$ cat config.mk
export PLATFORM = sky130hd
export DESIGN_NAME = bcd_cal_chain
export DESIGN_NICKNAME = d
export VERILOG_FILES = /design/src/rtl/bcal_pkg.sv /design/src/rtl/bcal_rst_sync.sv /design/src/rtl/bcal_bcd_field.sv /design/src/rtl/bcal_dow.sv /design/src/rtl/bcd_cal_chain.sv
export SDC_FILE = /design/constraint.sdc
export NUM_CORES = 1
export LEC_CHECK = 0
export ABC_AREA = 0
export ABC_CLOCK_PERIOD_IN_PS = 5200
export BUFFER_PORTS_ARGS = -buffer_cell sky130_fd_sc_hd__buf_2
export CAP_MARGIN = 20
export CORE_ASPECT_RATIO = 1.5
export CORE_UTILIZATION = 60
export CTS_CLUSTER_SIZE = 10
export DETAILED_ROUTE_END_ITERATION = 7
export MAX_ROUTING_LAYER = met4
export PLACE_DENSITY_LB_ADDON = 0.3
export SLEW_MARGIN = 5
export SYNTH_ARGS = -nofsm -noshare
export SYNTH_HDL_FRONTEND = slang
export SYNTH_SLANG_ARGS = --single-unit
$ cat constraint.sdc
create_clock -name clk -period 5.2 [get_ports clk]
set_clock_uncertainty 0.2 [all_clocks]
set_input_delay 0.26 -clock clk [delete_from_list [all_inputs] [get_ports clk]]
set_output_delay 0.26 -clock clk [all_outputs]
set_load 0.1 [all_outputs]
$ cat src/rtl/bcal_pkg.sv
package bcal_pkg;
  localparam int DATA_W     = 8;
  localparam int ADDR_W     = 3;
  localparam int SEC_TW     = 3;
  localparam int MIN_TW     = 3;
  localparam int HOUR_TW    = 2;
  localparam int DATE_TW    = 2;
  localparam int MON_TW     = 1;
  localparam int YEAR_TW    = 4;
  localparam int DOW_W      = 3;

  typedef enum logic [ADDR_W-1:0] {
    FLD_SEC  = 3'd0,
    FLD_MIN  = 3'd1,
    FLD_HOUR = 3'd2,
    FLD_DOW  = 3'd3,
    FLD_DATE = 3'd4,
    FLD_MON  = 3'd5,
    FLD_YEAR = 3'd6,
    FLD_NONE = 3'd7
  } fld_e;

  localparam logic [4+SEC_TW-1:0]  SEC_TERM  = 7'h59;
  localparam logic [4+MIN_TW-1:0]  MIN_TERM  = 7'h59;
  localparam logic [4+HOUR_TW-1:0] HOUR_TERM = 6'h23;
  localparam logic [4+MON_TW-1:0]  MON_TERM  = 5'h12;
  localparam logic [4+YEAR_TW-1:0] YEAR_TERM = 8'h99;

  // BCD year is a multiple of four: even tens with units 0/4/8, odd tens with 2/6
  function automatic logic bcd_leap(input logic [7:0] yr);
    logic [3:0] u;
    u = yr[3:0];
    if (yr[4]) bcd_leap = (u == 4'd2) || (u == 4'd6);
    else       bcd_leap = (u == 4'd0) || (u == 4'd4) || (u == 4'd8);
  endfunction

  function automatic logic [4+DATE_TW-1:0] last_day(input logic [4+MON_TW-1:0] mon,
                                                     input logic leap);
    case (mon)
      5'h02:                      last_day = leap ? 6'h29 : 6'h28;
      5'h04, 5'h06, 5'h09, 5'h11: last_day = 6'h30;
      default:                    last_day = 6'h31;
    endcase
  endfunction
endpackage

$ cat src/rtl/bcal_rst_sync.sv
module bcal_rst_sync #(
  parameter int STAGES = 2
) (
  input  logic clk,
  input  logic rst_n_i,
  output logic rst_n_o
);
  logic [STAGES-1:0] chain_q;
  logic [STAGES-1:0] chain_d;

  always_comb begin
    chain_d = {chain_q[STAGES-2:0], 1'b1};
  end

  always_ff @(posedge clk or negedge rst_n_i) begin
    if (!rst_n_i) chain_q <= '0;
    else          chain_q <= chain_d;
  end

  assign rst_n_o = chain_q[STAGES-1];
endmodule

$ cat src/rtl/bcal_bcd_field.sv
module bcal_bcd_field #(
  parameter int         TENS_W      = 3,
  parameter logic [3:0] START_UNITS = 4'd0,
  localparam int        VW          = 4 + TENS_W
) (
  input  logic          clk,
  input  logic          rst_n,
  input  logic          inc_i,
  input  logic          wr_i,
  input  logic [VW-1:0] wdata_i,
  input  logic [VW-1:0] term_i,
  output logic [VW-1:0] value_o,
  output logic          wrap_o
);
  logic [3:0]        units_q, units_d;
  logic [TENS_W-1:0] tens_q,  tens_d;
  logic [TENS_W-1:0] term_tens;
  logic              term_hit;
  logic              units_wrap;
  logic              ld;

  assign value_o    = {tens_q, units_q};
  assign term_tens  = term_i[VW-1:4];
  assign term_hit   = ((value_o & term_i) == term_i);
  assign units_wrap = ((units_q & 4'h9) == 4'h9);
  assign wrap_o     = inc_i & term_hit;
  assign ld         = wr_i | inc_i;

  always_comb begin
    units_d = units_q;
    tens_d  = tens_q;
    if (wr_i) begin
      units_d = wdata_i[3:0];
      tens_d  = wdata_i[VW-1:4];
    end else if (inc_i) begin
      if (term_hit) begin
        units_d = START_UNITS;
        tens_d  = '0;
      end else if (units_wrap) begin
        units_d = 4'd0;
        if (tens_q > term_tens) tens_d = tens_q & term_tens;
        else                    tens_d = tens_q + TENS_W'(1);
      end else begin
        units_d = units_q + 4'd1;
      end
    end
  end

  always_ff @(posedge clk or negedge rst_n) begin
    if (!rst_n) begin
      units_q <= START_UNITS;
      tens_q  <= '0;
    end else if (ld) begin
      units_q <= units_d;
      tens_q  <= tens_d;
    end
  end

  // a write in the same cycle as an increment is what gets stored
  a_r8_write_wins: assert property (@(posedge clk) disable iff (!rst_n)
    wr_i |=> (value_o == $past(wdata_i)));

  // a terminal match rolls the field to its start value
  a_r7_roll_to_start: assert property (@(posedge clk) disable iff (!rst_n)
    (inc_i && !wr_i && term_hit) |=> (value_o == VW'(START_UNITS)));

  // with no increment and no write the field holds
  a_r2_hold: assert property (@(posedge clk) disable iff (!rst_n)
    (!inc_i && !wr_i) |=> $stable(value_o));
endmodule

$ cat src/rtl/bcal_dow.sv
module bcal_dow #(
  parameter int W = 3
) (
  input  logic         clk,
  input  logic         rst_n,
  input  logic         inc_i,
  input  logic         wr_i,
  input  logic [W-1:0] wdata_i,
  output logic [W-1:0] value_o
);
  localparam logic [W-1:0] LAST  = '1;
  localparam logic [W-1:0] FIRST = W'(1);

  logic [W-1:0] dow_q, dow_d;
  logic         ld;

  assign ld      = wr_i | inc_i;
  assign value_o = dow_q;

  always_comb begin
    dow_d = dow_q;
    if (wr_i)                 dow_d = wdata_i;
    else if (dow_q == LAST)   dow_d = FIRST;
    else                      dow_d = dow_q + W'(1);
  end

  always_ff @(posedge clk or negedge rst_n) begin
    if (!rst_n)  dow_q <= FIRST;
    else if (ld) dow_q <= dow_d;
  end

  // weekday leaves 7 for 1
  a_r4_dow_wrap: assert property (@(posedge clk) disable iff (!rst_n)
    (inc_i && !wr_i && dow_q == LAST) |=> (dow_q == FIRST));
endmodule

$ cat src/rtl/bcd_cal_chain.sv
module bcd_cal_chain
  import bcal_pkg::*;
#(
  parameter int SYNC_STAGES = 2
) (
  input  logic              clk,
  input  logic              rst_n,
  input  logic              tick_i,
  input  logic              wr_en_i,
  input  logic [ADDR_W-1:0] addr_i,
  input  logic [DATA_W-1:0] wdata_i,
  output logic [DATA_W-1:0] rdata_o
);
  localparam int NREG = 1 << ADDR_W;

  logic rst_n_s;
  logic halt_q, halt_d, halt_ld;
  logic step;
  logic wr_sec, wr_min, wr_hour, wr_dow, wr_date, wr_mon, wr_year;
  logic sec_wrap, min_wrap, hour_wrap, date_wrap, mon_wrap, year_wrap;

  logic [4+SEC_TW-1:0]  sec_v;
  logic [4+MIN_TW-1:0]  min_v;
  logic [4+HOUR_TW-1:0] hour_v;
  logic [DOW_W-1:0]     dow_v;
  logic [4+DATE_TW-1:0] date_v, date_term;
  logic [4+MON_TW-1:0]  mon_v;
  logic [4+YEAR_TW-1:0] year_v;
  logic [DATA_W-1:0]    regs [NREG];

  bcal_rst_sync #(.STAGES(SYNC_STAGES)) u_rst_sync (
    .clk(clk), .rst_n_i(rst_n), .rst_n_o(rst_n_s)
  );

  assign wr_sec  = wr_en_i && (addr_i == FLD_SEC);
  assign wr_min  = wr_en_i && (addr_i == FLD_MIN);
  assign wr_hour = wr_en_i && (addr_i == FLD_HOUR);
  assign wr_dow  = wr_en_i && (addr_i == FLD_DOW);
  assign wr_date = wr_en_i && (addr_i == FLD_DATE);
  assign wr_mon  = wr_en_i && (addr_i == FLD_MON);
  assign wr_year = wr_en_i && (addr_i == FLD_YEAR);

  // halt flag in bit 7 of seconds; set by reset
  assign halt_ld = wr_sec;
  assign halt_d  = wdata_i[DATA_W-1];

  always_ff @(posedge clk or negedge rst_n_s) begin
    if (!rst_n_s)     halt_q <= 1'b1;
    else if (halt_ld) halt_q <= halt_d;
  end

  assign step      = tick_i & ~halt_q;
  assign date_term = last_day(mon_v, bcd_leap(year_v));

  bcal_bcd_field #(.TENS_W(SEC_TW), .START_UNITS(4'd0)) u_sec (
    .clk(clk), .rst_n(rst_n_s), .inc_i(step), .wr_i(wr_sec),
    .wdata_i(wdata_i[4+SEC_TW-1:0]), .term_i(SEC_TERM),
    .value_o(sec_v), .wrap_o(sec_wrap)
  );

  bcal_bcd_field #(.TENS_W(MIN_TW), .START_UNITS(4'd0)) u_min (
    .clk(clk), .rst_n(rst_n_s), .inc_i(sec_wrap), .wr_i(wr_min),
    .wdata_i(wdata_i[4+MIN_TW-1:0]), .term_i(MIN_TERM),
    .value_o(min_v), .wrap_o(min_wrap)
  );

  bcal_bcd_field #(.TENS_W(HOUR_TW), .START_UNITS(4'd0)) u_hour (
    .clk(clk), .rst_n(rst_n_s), .inc_i(min_wrap), .wr_i(wr_hour),
    .wdata_i(wdata_i[4+HOUR_TW-1:0]), .term_i(HOUR_TERM),
    .value_o(hour_v), .wrap_o(hour_wrap)
  );

  bcal_dow #(.W(DOW_W)) u_dow (
    .clk(clk), .rst_n(rst_n_s), .inc_i(hour_wrap), .wr_i(wr_dow),
    .wdata_i(wdata_i[DOW_W-1:0]), .value_o(dow_v)
  );

  bcal_bcd_field #(.TENS_W(DATE_TW), .START_UNITS(4'd1)) u_date (
    .clk(clk), .rst_n(rst_n_s), .inc_i(hour_wrap), .wr_i(wr_date),
    .wdata_i(wdata_i[4+DATE_TW-1:0]), .term_i(date_term),
    .value_o(date_v), .wrap_o(date_wrap)
  );

  bcal_bcd_field #(.TENS_W(MON_TW), .START_UNITS(4'd1)) u_mon (
    .clk(clk), .rst_n(rst_n_s), .inc_i(date_wrap), .wr_i(wr_mon),
    .wdata_i(wdata_i[4+MON_TW-1:0]), .term_i(MON_TERM),
    .value_o(mon_v), .wrap_o(mon_wrap)
  );

  bcal_bcd_field #(.TENS_W(YEAR_TW), .START_UNITS(4'd0)) u_year (
    .clk(clk), .rst_n(rst_n_s), .inc_i(mon_wrap), .wr_i(wr_year),
    .wdata_i(wdata_i[4+YEAR_TW-1:0]), .term_i(YEAR_TERM),
    .value_o(year_v), .wrap_o(year_wrap)
  );

  // read view: unheld bits are zero
  always_comb begin
    for (int i = 0; i < NREG; i++) regs[i] = '0;
    regs[FLD_SEC]  = {halt_q, sec_v};
    regs[FLD_MIN]  = DATA_W'(min_v);
    regs[FLD_HOUR] = DATA_W'(hour_v);
    regs[FLD_DOW]  = DATA_W'(dow_v);
    regs[FLD_DATE] = DATA_W'(date_v);
    regs[FLD_MON]  = DATA_W'(mon_v);
    regs[FLD_YEAR] = DATA_W'(year_v);
  end

  assign rdata_o = regs[addr_i];

  // while halted and not written, seconds keep their count
  a_r2_halt_freeze: assert property (@(posedge clk) disable iff (!rst_n_s)
    (halt_q && !wr_en_i) |=> $stable(sec_v));

  // a midnight carry leaves hours at zero
  a_r3_midnight: assert property (@(posedge clk) disable iff (!rst_n_s)
    (hour_wrap && !wr_hour) |=> (hour_v == '0));

  // a year carry leaves the year at zero
  a_r5_year_zero: assert property (@(posedge clk) disable iff (!rst_n_s)
    (year_wrap && !wr_year) |=> (year_v == '0));

  // address 7 never reads data
  always_comb begin
    a_r9_hole_zero: assert (addr_i != FLD_NONE || rdata_o == '0);
  end
endmodule

**After elaboration in Yosys (flattened, before gate mapping)**

Cells that the tools add are included.

- Reduce and logical (&&, ||, !) cells: 41
- Shift operators: 0
- Div/mod/pow operators: 0
- $add $sub $neg: 13
- Equality and inequality tests: 33
- $lt $le $gt $ge: 7
- $mul: 0
- Bitwise operators: 17
- Mux-type cells: 62

Operators by type and width:

| kind | number |
|---|---|
| 4-bit 2-to-1 mux | 29 |
| 3-bit 2-to-1 mux | 12 |
| 4-bit by 1-bit adder with 4-bit output (second input constant) | 7 |
| 8-bit binary-select mux with 3-bit select | 1 |
| 2-bit 2-to-1 mux | 10 |
| 4-bit AND reduction | 5 |
| 3-bit nonzero test | 6 |
| 4-bit == test (second input constant) | 4 |
| 8-bit 2-to-1 mux | 2 |
| 3-bit == test (second input constant) | 5 |
| 3-bit by 1-bit inequality test with 1-bit output (second input constant) | 5 |
| 3-bit AND reduction | 5 |
| 2-bit == test (second input constant) | 7 |
| 2-bit AND reduction | 6 |
| 2-bit nonzero test | 6 |
| 5-bit by 3-bit == test with 1-bit output (second input constant) | 2 |
| 5-bit case mux with 2 select lines | 1 |
| 3-bit by 1-bit adder with 3-bit output (second input constant) | 3 |
| 4-bit by 3-bit == test with 1-bit output (second input constant) | 2 |
| 1-bit logical AND | 7 |
| 1-bit 2-to-1 mux | 7 |
| 1-bit OR | 7 |
| 1-bit bitwise AND | 6 |
| 6-bit bitwise AND | 1 |
| other kinds (22) | 27 |

- Flip-flop bits (word level): 45
- Word-level logic and storage cells: 192
- RAM bits: 0
- Memory bits (read-only): 0
- Memories kept: 0
- Bits in latches: 0

**Depth between registers and ports, before layout**

Gate-level depths: netlist of the first run.

- Depth in word-level cells: 12
- Depth in mapped cells: 10
- Gate-level depth less buffers: 10

**Modules after synthesis**

From an unflattened synthesis of the first run, not the netlist that was laid out.

- Cells, all modules: 477
- Area, all modules: 4,196.5 um2

Modules (own cells, without submodules):

| module | area an instance (um2) | cells an instance | instances |
|---|---|---|---|
| bcal_bcd_field (u_min ...) | 655.6 | 73 | 2 |
| bcal_bcd_field (u_year) | 758.2 | 79 | 1 |
| bcd_cal_chain | 574.3 | 71 | 1 |
| bcal_bcd_field (u_date) | 498.0 | 62 | 1 |
| bcal_bcd_field (u_hour) | 498.0 | 61 | 1 |
| bcal_bcd_field (u_mon) | 335.3 | 40 | 1 |
| bcal_dow | 167.7 | 15 | 1 |
| bcal_rst_sync | 53.8 | 3 | 1 |

**Least setup slack after synthesis of the first run**

Ideal clock, no wire load.

- Kind: input -> output
- From: input addr_i[0]
- To: output rdata_o[5]
- Cell stages on the path: 6
- Required time: 4.740 ns
- Arrival time: 3.405 ns
- Setup slack: 1.335 ns
- Path through: clkbuf_1 -> clkbuf_1 -> mux2i_1 -> nor2_1 -> a21oi_1 -> o21ai_0

- Cells in the longest elaborated chain, start to end: 4

RTL lines:

| what | RTL line | source |
|---|---|---|
| from (decl) | bcd_cal_chain.sv:10 | `input logic [ADDR_W-1:0] addr_i,` |
| 3-bit NOT with 4-bit output (implied by the code) | bcd_cal_chain.sv:108 | `assign rdata_o = regs[addr_i];` |
| 8-bit binary-select mux with 3-bit select | bcd_cal_chain.sv:108 |  |
| 8-bit 2-to-1 mux (implied by the code) (2 in a row) | bcd_cal_chain.sv:108 |  |
| to (decl) | bcd_cal_chain.sv:12 | `output logic [DATA_W-1:0] rdata_o` |

No other way between the ends. The select of a mux whose other input is x is not followed.

**Worst setup path in the final report of the first run**

- From: register u_mon.units_q[0]
- To: register u_year.tens_q[3]

- Cells in the longest elaborated chain, start to end: 9

RTL lines:

| what | RTL line | source |
|---|---|---|
| from (decl) | bcal_bcd_field.sv:15 | `logic [3:0] units_q, units_d;` |
| from (signal assigned) | bcal_bcd_field.sv:54 | `units_q <= units_d;` |
| 5-bit by 3-bit == test with 1-bit output (tied with other cells) | bcal_pkg.sv:39 | `case (mon)` |
| 4-bit OR reduction | bcal_pkg.sv:39 |  |
| 5-bit case mux with 2 select lines (*) | bcal_pkg.sv:39 |  |
| 6-bit bitwise AND | bcal_bcd_field.sv:24 | `assign term_hit = ((value_o & term_i) == term_i);` |
| 6-bit == test (*) | bcal_bcd_field.sv:24 |  |
| 1-bit bitwise AND (*) (2 in a row) | bcal_bcd_field.sv:26 | `assign wrap_o = inc_i & term_hit;` |
| 2-bit nonzero test (no line) or 1-bit OR (tied branches) | -- |  |
| 4-bit AND reduction (no line) (*) | -- |  |
| to (signal assigned) | bcal_bcd_field.sv:55 | `tens_q <= tens_d;` |
| to (decl) | bcal_bcd_field.sv:16 | `logic [TENS_W-1:0] tens_q, tens_d;` |

Every way passes the cells marked *; elsewhere a longest branch is shown, timed or not.
A chain may end at the register's enable or synchronous reset.

==> run metrics, run 1 <==
status finished clean; initial core utilization a little over three fifths; HP Class in2reg; Primary FF master, synth dfrtp_1; Pre-Repair DR Iteration Count 5; Comb power frac around 39%; initial antenna violation count 0; Die X around 64 µm; Net Sw Frac between 40% and 50%; Via density 6.379; part of the Yosys area used for sequential elements about a third; Tot GR Track Use 30.72%; Post-synth EDFFs 0; Num CTS Buffers 5; Critical Path Start Type register; Max transition margin between 30% and 40%; Critical Path End Type register; final cell count without fillers between 400 and 500; CP arrival 3.21 ns; count leader, synth nand2_1; synthesized flop and latch total 45; top sig layer met4; worst setup path class reg2reg; Final Hold Viols 0; fin crit period 3.184 ns; first-pass GRT wire length around 14000 µm; maximum fanout along the worst path 12; area delta synth->final 5.466%; Met2 Wirelength 4476 µm; share of the synthesized area in the top cell type 29.49%; Mapped Cells a little over 400; area of the mapped netlist ~3500 µm²; postcts setup bufs 0; Die Y between 90 and 100 µm; met3 WL about 420 µm; Routed WL about 8600 µm; Synth Area per Inst 8.613 µm²; total internal power between 700 and 800 µW; Overflow after GRT 0; clock slew at the register clock pins of the worst setup and hold paths roughly 0.080 ns; fin crit share slightly above 60%; Seq pwr share between 40% and 50%; Final Worst Setup Slack between 2 and 2.5 ns; Clock Path Buffers 2; Post-synth top cells nand2_1 (54), dfrtp_1 (41), o21ai_0 (39); Highest Clock Rate 314.0 MHz; Final Max Tran Viols 0; core region area 5533 µm²; Clk pwr share roughly 17%; dominant cells by area after synthesis dfrtp_1 (29%), ha_1 (7.9%), nand2_1 (5.8%); leading area contributor after synthesis dfrtp_1; Synth async-reset ratio 100.0%; final-report setup violation count 0; Pwr Total about 1300 µW; DR DRC count 0; hpwl dp around 6400 µm; routed len/inst approximately 18 µm; row cnt 33; largest net degree at the start of global routing between 40 and 50; synth warn 0; Required @ worst endpoint between 5 and 6 ns; # hold bufs at CTS 1; placed instance count 479; RSZ-0062 raised after global routing no; hold_ws 0.006602 ns; root buffer cell clkbuf_8; vias in the first global route between 2000 and 3000; fraction of layout instances using a drive strength above 1 about an eighth; depth of the CTS H-tree 2; Antenna Violating Nets Remaining 0; # IOs 23; leakage 0.001597 µW; Worst-Skew Late Latency approximately 0.3 ns; post-cts resize count 0; Sum Neg Setup Slack 0 ns; global placer's final weighted congestion 0.9063; CTS tree built; Setup Slack @ Placement 2.055 ns; VDD IR max approximately 0.24 mV; clk sinks 45; via count 3113; # diodes 0; Distinct cells, synth 69; worst slew pin tran around 0.98 ns; Final nets around 450; Die Area approximately 6000 µm²; power density over the cells between 300 and 400 nW/µm²; Max-cap violations 0; DR iter-0 viols 262; met1 WL approximately 3500 µm; IO buf count 22; syn_nets ~440; sw power 578.1 µW
## registers in the layout, indices dropped and copies added (netlist names)
register and cells:
u_dow.value_o 3, u_hour.units_q 4, u_year.units_q 4, u_date.units_q 4, u_sec.units_q 4, halt_q 1
u_mon.units_q 4, u_mon.tens_q 1, u_hour.tens_q 2, u_rst_sync.chain_q 2, u_sec.tens_q 3, u_min.tens_q 3
u_date.tens_q 2, u_year.tens_q 4, u_min.units_q 4
## metrics by stage
stage	area, µm²	utilization (%)
after floorplan	3480	-
after global placement	3570	64.52
after detailed placement	3570	64.52
after CTS	3670	66.33
after global routing	3670	66.33
final	3670	66.33
## cells in the final DEF (no fill, tap or decap), types with 3 or more instances in the layout
master and instances:
nor3_1 8, nand2_1 54, nor2b_1 5, o21a_1 3
nand3b_1 5, nand2b_1 4, ha_1 22, nand3_1 9
nor4_1 3, o21ai_0 39, a211oi_1 6, a21o_1 5
inv_1 13, dfrtp_1 40, dfstp_2 4, buf_2 22
mux2_2 8, a31oi_1 8, xnor2_1 3, nor2_1 36
a21oi_1 31, or3_1 4, mux2i_1 15, nand4_1 3
clkbuf_8 6, and2_1 3
## critical path: stages, from the launching register on
cell	delay (ns)
dfstp_2	0.41
inv_1	0.10
ha_1	0.17
or4b_4	0.51
ha_1	0.22
or2b_2	0.32
nor2_1	0.28
o211ai_4	0.21
or4_1	0.51
a31oi_1	0.17
## power by group through the flow
stage	clock network, µW	registers [µW]	logic [µW]
after floorplan	0	533	451
after global routing	242	610	570
after global placement	0	592	490
final	228	593	513
after detailed placement	0	595	509
after CTS	230	588	511
## final cells by class
class | count | area [µm²]
multi-input combinational | 328 | 2183
fill | 493 | 1863
sequential | 45 | 1132
timing repair buffer | 24 | 127.6
clock buffer | 8 | 90.09
tap | 70 | 87.58
inverter | 13 | 48.80
## worst paths after layout
check                                      start                     to  slack (ns)  depth (start not counted)
setup / recovery                u_mon.units_q[0]       u_year.tens_q[3]        2.02                          9
hold / removal                        wdata_i[7]                 halt_q       0.007                          2
setup reg to reg                u_mon.units_q[0]       u_year.tens_q[3]        2.02                          9
hold reg to reg            u_rst_sync.chain_q[0]  u_rst_sync.chain_q[1]        0.16                          0
max in group asynchronous  u_rst_sync.chain_q[1]       u_date.tens_q[1]        3.98                          0
min in group asynchronous                  rst_n  u_rst_sync.chain_q[1]        0.06                          2
## metal layers
metal / track usage, % / vias up
met4: 13.70 / 0
met2: 53.28 / 116
li1: - / 1493
met3: 3.110 / 19
met1: 35.97 / 1485
met5: - / -
## logic make-up (layout without fill, tap and decap cells)
group,Yosys count,after routing,synth area share (%)
muxes,26,26,8.954
xor gates and xnor gates,5,5,1.259
other,1,1,0.1078
AOI/OAI and AO/OA,118,118,21.54
buffers and inverters,31,45,4.747
DFF,45,45,32.51
and+or+nand+nor,156,156,22.98
adders and majority gates,22,22,7.911
Note: power is estimated with default switching activity, not from simulation.
==> run 2, diff against run 1 <==
ABC_AREA = 1   (was 0)
ABC_CLOCK_PERIOD_IN_PS = 2850   (was 5200)
CORE_UTILIZATION = 55   (was 60)
clock period = 2.85 ns   (was 5.2 ns; I/O delays follow)
==> run 2 against run 1 <==
  * Register-to-register slack got worse by 1.5 ns
  * Largest power group is now combinational cells
  * Largest cell class unchanged
  * Count of clock-buffer cells in the layout shrank 1
  * Critical path depth increased by 3
  * Sequential share of layout area is essentially flat
  * Routed wire length up 4.7%
  * Highest routed layer unchanged
  * Synthesized area decreased by 5.2%
  * Critical endpoint is now u_mon.tens_q
  * Combinational power is 150% higher
==> run metrics, run 2 <==
worst slew pin tran 0.9476 ns (-0.03676 ns); leading area contributor after synthesis dfrtp_1; dominant cells by area after synthesis dfrtp_1 (31%), nand2_1 (12%), ha_1 (8.3%); Pre-Repair DR Iteration Count 5 (unchanged); share of the synthesized area in the top cell type 31.11% (+1.6 points); Critical Path End Type register; # diodes 0 (unchanged); root buffer cell clkbuf_8; sw power 1334 µW (+130%); number of fill cells 537 (+8.9%); hold_ws 0.09619 ns (+0.08959 ns); CP arrival 2.35 ns (-0.86 ns); leakage 0.001827 µW (+14%); met2 global-route usage 48.93% (-4.4 points); core region area 5786 µm² (+4.6%); Routed WL 9043 µm (+4.7%); area delta synth->final 11.19%; worst hold path depth 5 (+3); Overflow after GRT 0 (unchanged); clock slew at the register clock pins of the worst setup and hold paths 0.09 ns (about the same); CP peak stage delay 0.40 ns (-0.11 ns); depth of the CTS H-tree 2 (unchanged); Final Hold Viols 0 (unchanged); # hold bufs at CTS 8 (+7); Sum Neg Setup Slack 0 ns (unchanged); met3 usage 5.307% (+2.2 points); Distinct cells, synth 38 (-45%); fraction of layout instances using a drive strength above 1 11.79% (-1.4 points); Comb power frac 43.5% (+5.0 points); Net Sw Frac 45.59% (+2.3 points); Die Y 96.84 µm (+1.7%); initial core utilization 57.01% (-5.9 points); status finished clean; RSZ-0062 raised after global routing no; fin crit period 2.355 ns (-0.8291 ns); Tot GR Track Use 31.71% (+0.99 points); busiest grt layer met2; Final Max Tran Viols 0 (unchanged); initial antenna violation count 0 (unchanged); synthesized flop and latch total 45 (unchanged); GR Util met1 38.02% (+2.1 points); VDD IR max 0.3890 mV (+61%); Clock Path Buffers 2 (unchanged); Final Util 63.39% (-2.9 points); Pwr Total 2926 µW (+120%); syn_nets 495 (+12%); Die X 65.23 µm (+1.6%); Max-cap violations 0 (unchanged); Final nets 528 (+16%); Clk pwr share 17.8% (+0.7 points); Num CTS Buffers 5 (unchanged); routed len/inst 16.03 µm (-9.4%); commonest non-fill, non-tap cell in the layout nand2_1; Antenna Violating Nets Remaining 0 (unchanged); fin crit share 82.64% (+21 points); Seq pwr share 38.7% (-5.8 points); DR DRC count 0 (unchanged); post-cts resize count 0 (unchanged); final-report setup violation count 0 (unchanged); via count 3300 (+6.0%); area of the mapped netlist 3298 µm² (-5.2%); Die Area 6316 µm² (+3.3%); first-pass GRT wire length 15100 µm (+9.6%); Worst-Skew Late Latency 0.31 ns (about the same); row cnt 34 (+3.0%); commonest non-fill, non-tap cells in the layout nand2_1 (103), inv_1 (68), dfrtp_1 (40); Area after DPL 3471 µm² (-2.8%); Post-synth top cells nand2_1 (103), inv_1 (68), dfrtp_1 (41); Synth Area per Inst 7.201 µm² (-16%); Via density 5.851 (-8.3%); reg2reg path depth 12 (+3); Primary FF master, synth dfrtp_1; Mapped Cells 458 (+13%); vias in the first global route 3197 (+14%); Critical Path, Cell by Cell inv_1 > ha_1 > nand2_1 > nor2_1 > inv_1 > ha_1 > nor2_1 > nand2_1 > o21ai_4 > nand2_1 > nand2_1 > nand2_1; CTS tree built; HP Class in2reg; Critical Path Start Type register; IO buf count 22 (unchanged); maximum fanout along the worst path 10 (-2); synth warn 0 (unchanged); total internal power 1592 µW (+110%); hpwl dp 6630 µm (+2.9%); part of the Yosys area used for sequential elements 34.29% (+1.8 points); worst setup path class reg2reg; cell area after layout 3667 µm² (about the same); clk sinks 45 (unchanged); global placer's final weighted congestion 0.9473 (+4.5%); postcts setup bufs 0 (unchanged); Post-synth EDFFs 0 (unchanged); power density over the cells 797.8 nW/µm² (+120%); Highest Clock Rate 424.6 MHz (+35%); Required @ worst endpoint 2.85 ns (-2.37 ns); slowest cell on the critical path dfstp_2; count leader, synth nand2_1; Max transition margin 36.83% (+3.0 points); # IOs 23 (unchanged); DR iter-0 viols 335 (+28%); CP most frequent cell nand2_1; Synth async-reset ratio 100.0% (unchanged); largest net degree at the start of global routing 44 (unchanged)
## run 2: cell count changes after synthesis, moves of 9 or more
cell      before  now
inv_1         13   68
nand2_1       54  103
nand3_1        9   38
o22ai_1        2   19
mux2i_1       15    1
a21oi_1       31   19
clkbuf_1      11    0
inv_2          0    9
## run 2: path summary, 6_finish.rpt
check | startpoint | end | slack (ns)
min | tick_i | u_sec.units_q[0] | 0.1
max | u_mon.units_q[0] | u_mon.tens_q | 0.49
max in group asynchronous | u_rst_sync.chain_q[1] | u_sec.tens_q[0] | 1.63
min in group asynchronous | u_rst_sync.chain_q[1] | u_year.tens_q[3] | 0.22
max reg2reg | u_mon.units_q[0] | u_mon.tens_q | 0.49
min reg2reg | u_rst_sync.chain_q[0] | u_rst_sync.chain_q[1] | 0.17
## run 2: power groups by stage
stage          Combinational (µW)  Clock [µW]  Sequential [µW]
6_report                     1270         522             1130
5_1_grt                      1440         548             1150
4_1_cts                      1260         527             1120
3_5_place_dp                 1230           0             1130
3_3_place_gp                 1190           0             1130
2_1_floorplan                1010           0             1040
## run 2: kinds of logic after synthesis
kind of cell,synth area share (%)
flip-flops,34.29
XOR/XNOR,2.390
other,0.1137
buffers and inverters,9.636
AND/OR/NAND/NOR,26.37
adder cells (fa/ha/maj),8.346
multiplexers,0.3035
AO/OA/AOI/OAI,18.55
## run 2: critical path, delay by kind of cell, from the launching register on
| kind | cells | cell delay [ns] |
|---|---|---|
| and+or+nand+nor | 7 | 0.75 |
| DFF | 1 | 0.40 |
| adders and majority gates | 2 | 0.40 |
| AOI/OAI and AO/OA | 1 | 0.28 |
| buffers and inverters | 2 | 0.23 |
## run 2: area by class of cell
type	instances	area, µm²	area share, %
Inverter	77	289.0	7.881
Tap cell	72	90.09	2.456
Clock inverter	1	30.03	0.8188
Clock buffer	7	86.33	2.354
Sequential cell	45	1132	30.88
Multi-Input combinational cell	332	1849	50.43
Timing Repair Buffer	30	190.2	5.186
## run 2: metal layers
layer  vias to the layer above  share of wire, %
li1                       1587                 -
met1                      1514                40
met2                       160                49
met3                        39               6.4
met4                         0               4.5
met5                         -                 0
## run 2: through the flow
step	std cells	setup slack, ns
finish	564	0.4948
detailed placement	548	0.5470
global placement	548	0.6484
global route	564	0.2653
CTS	564	0.5362
floorplan	458	0.2435
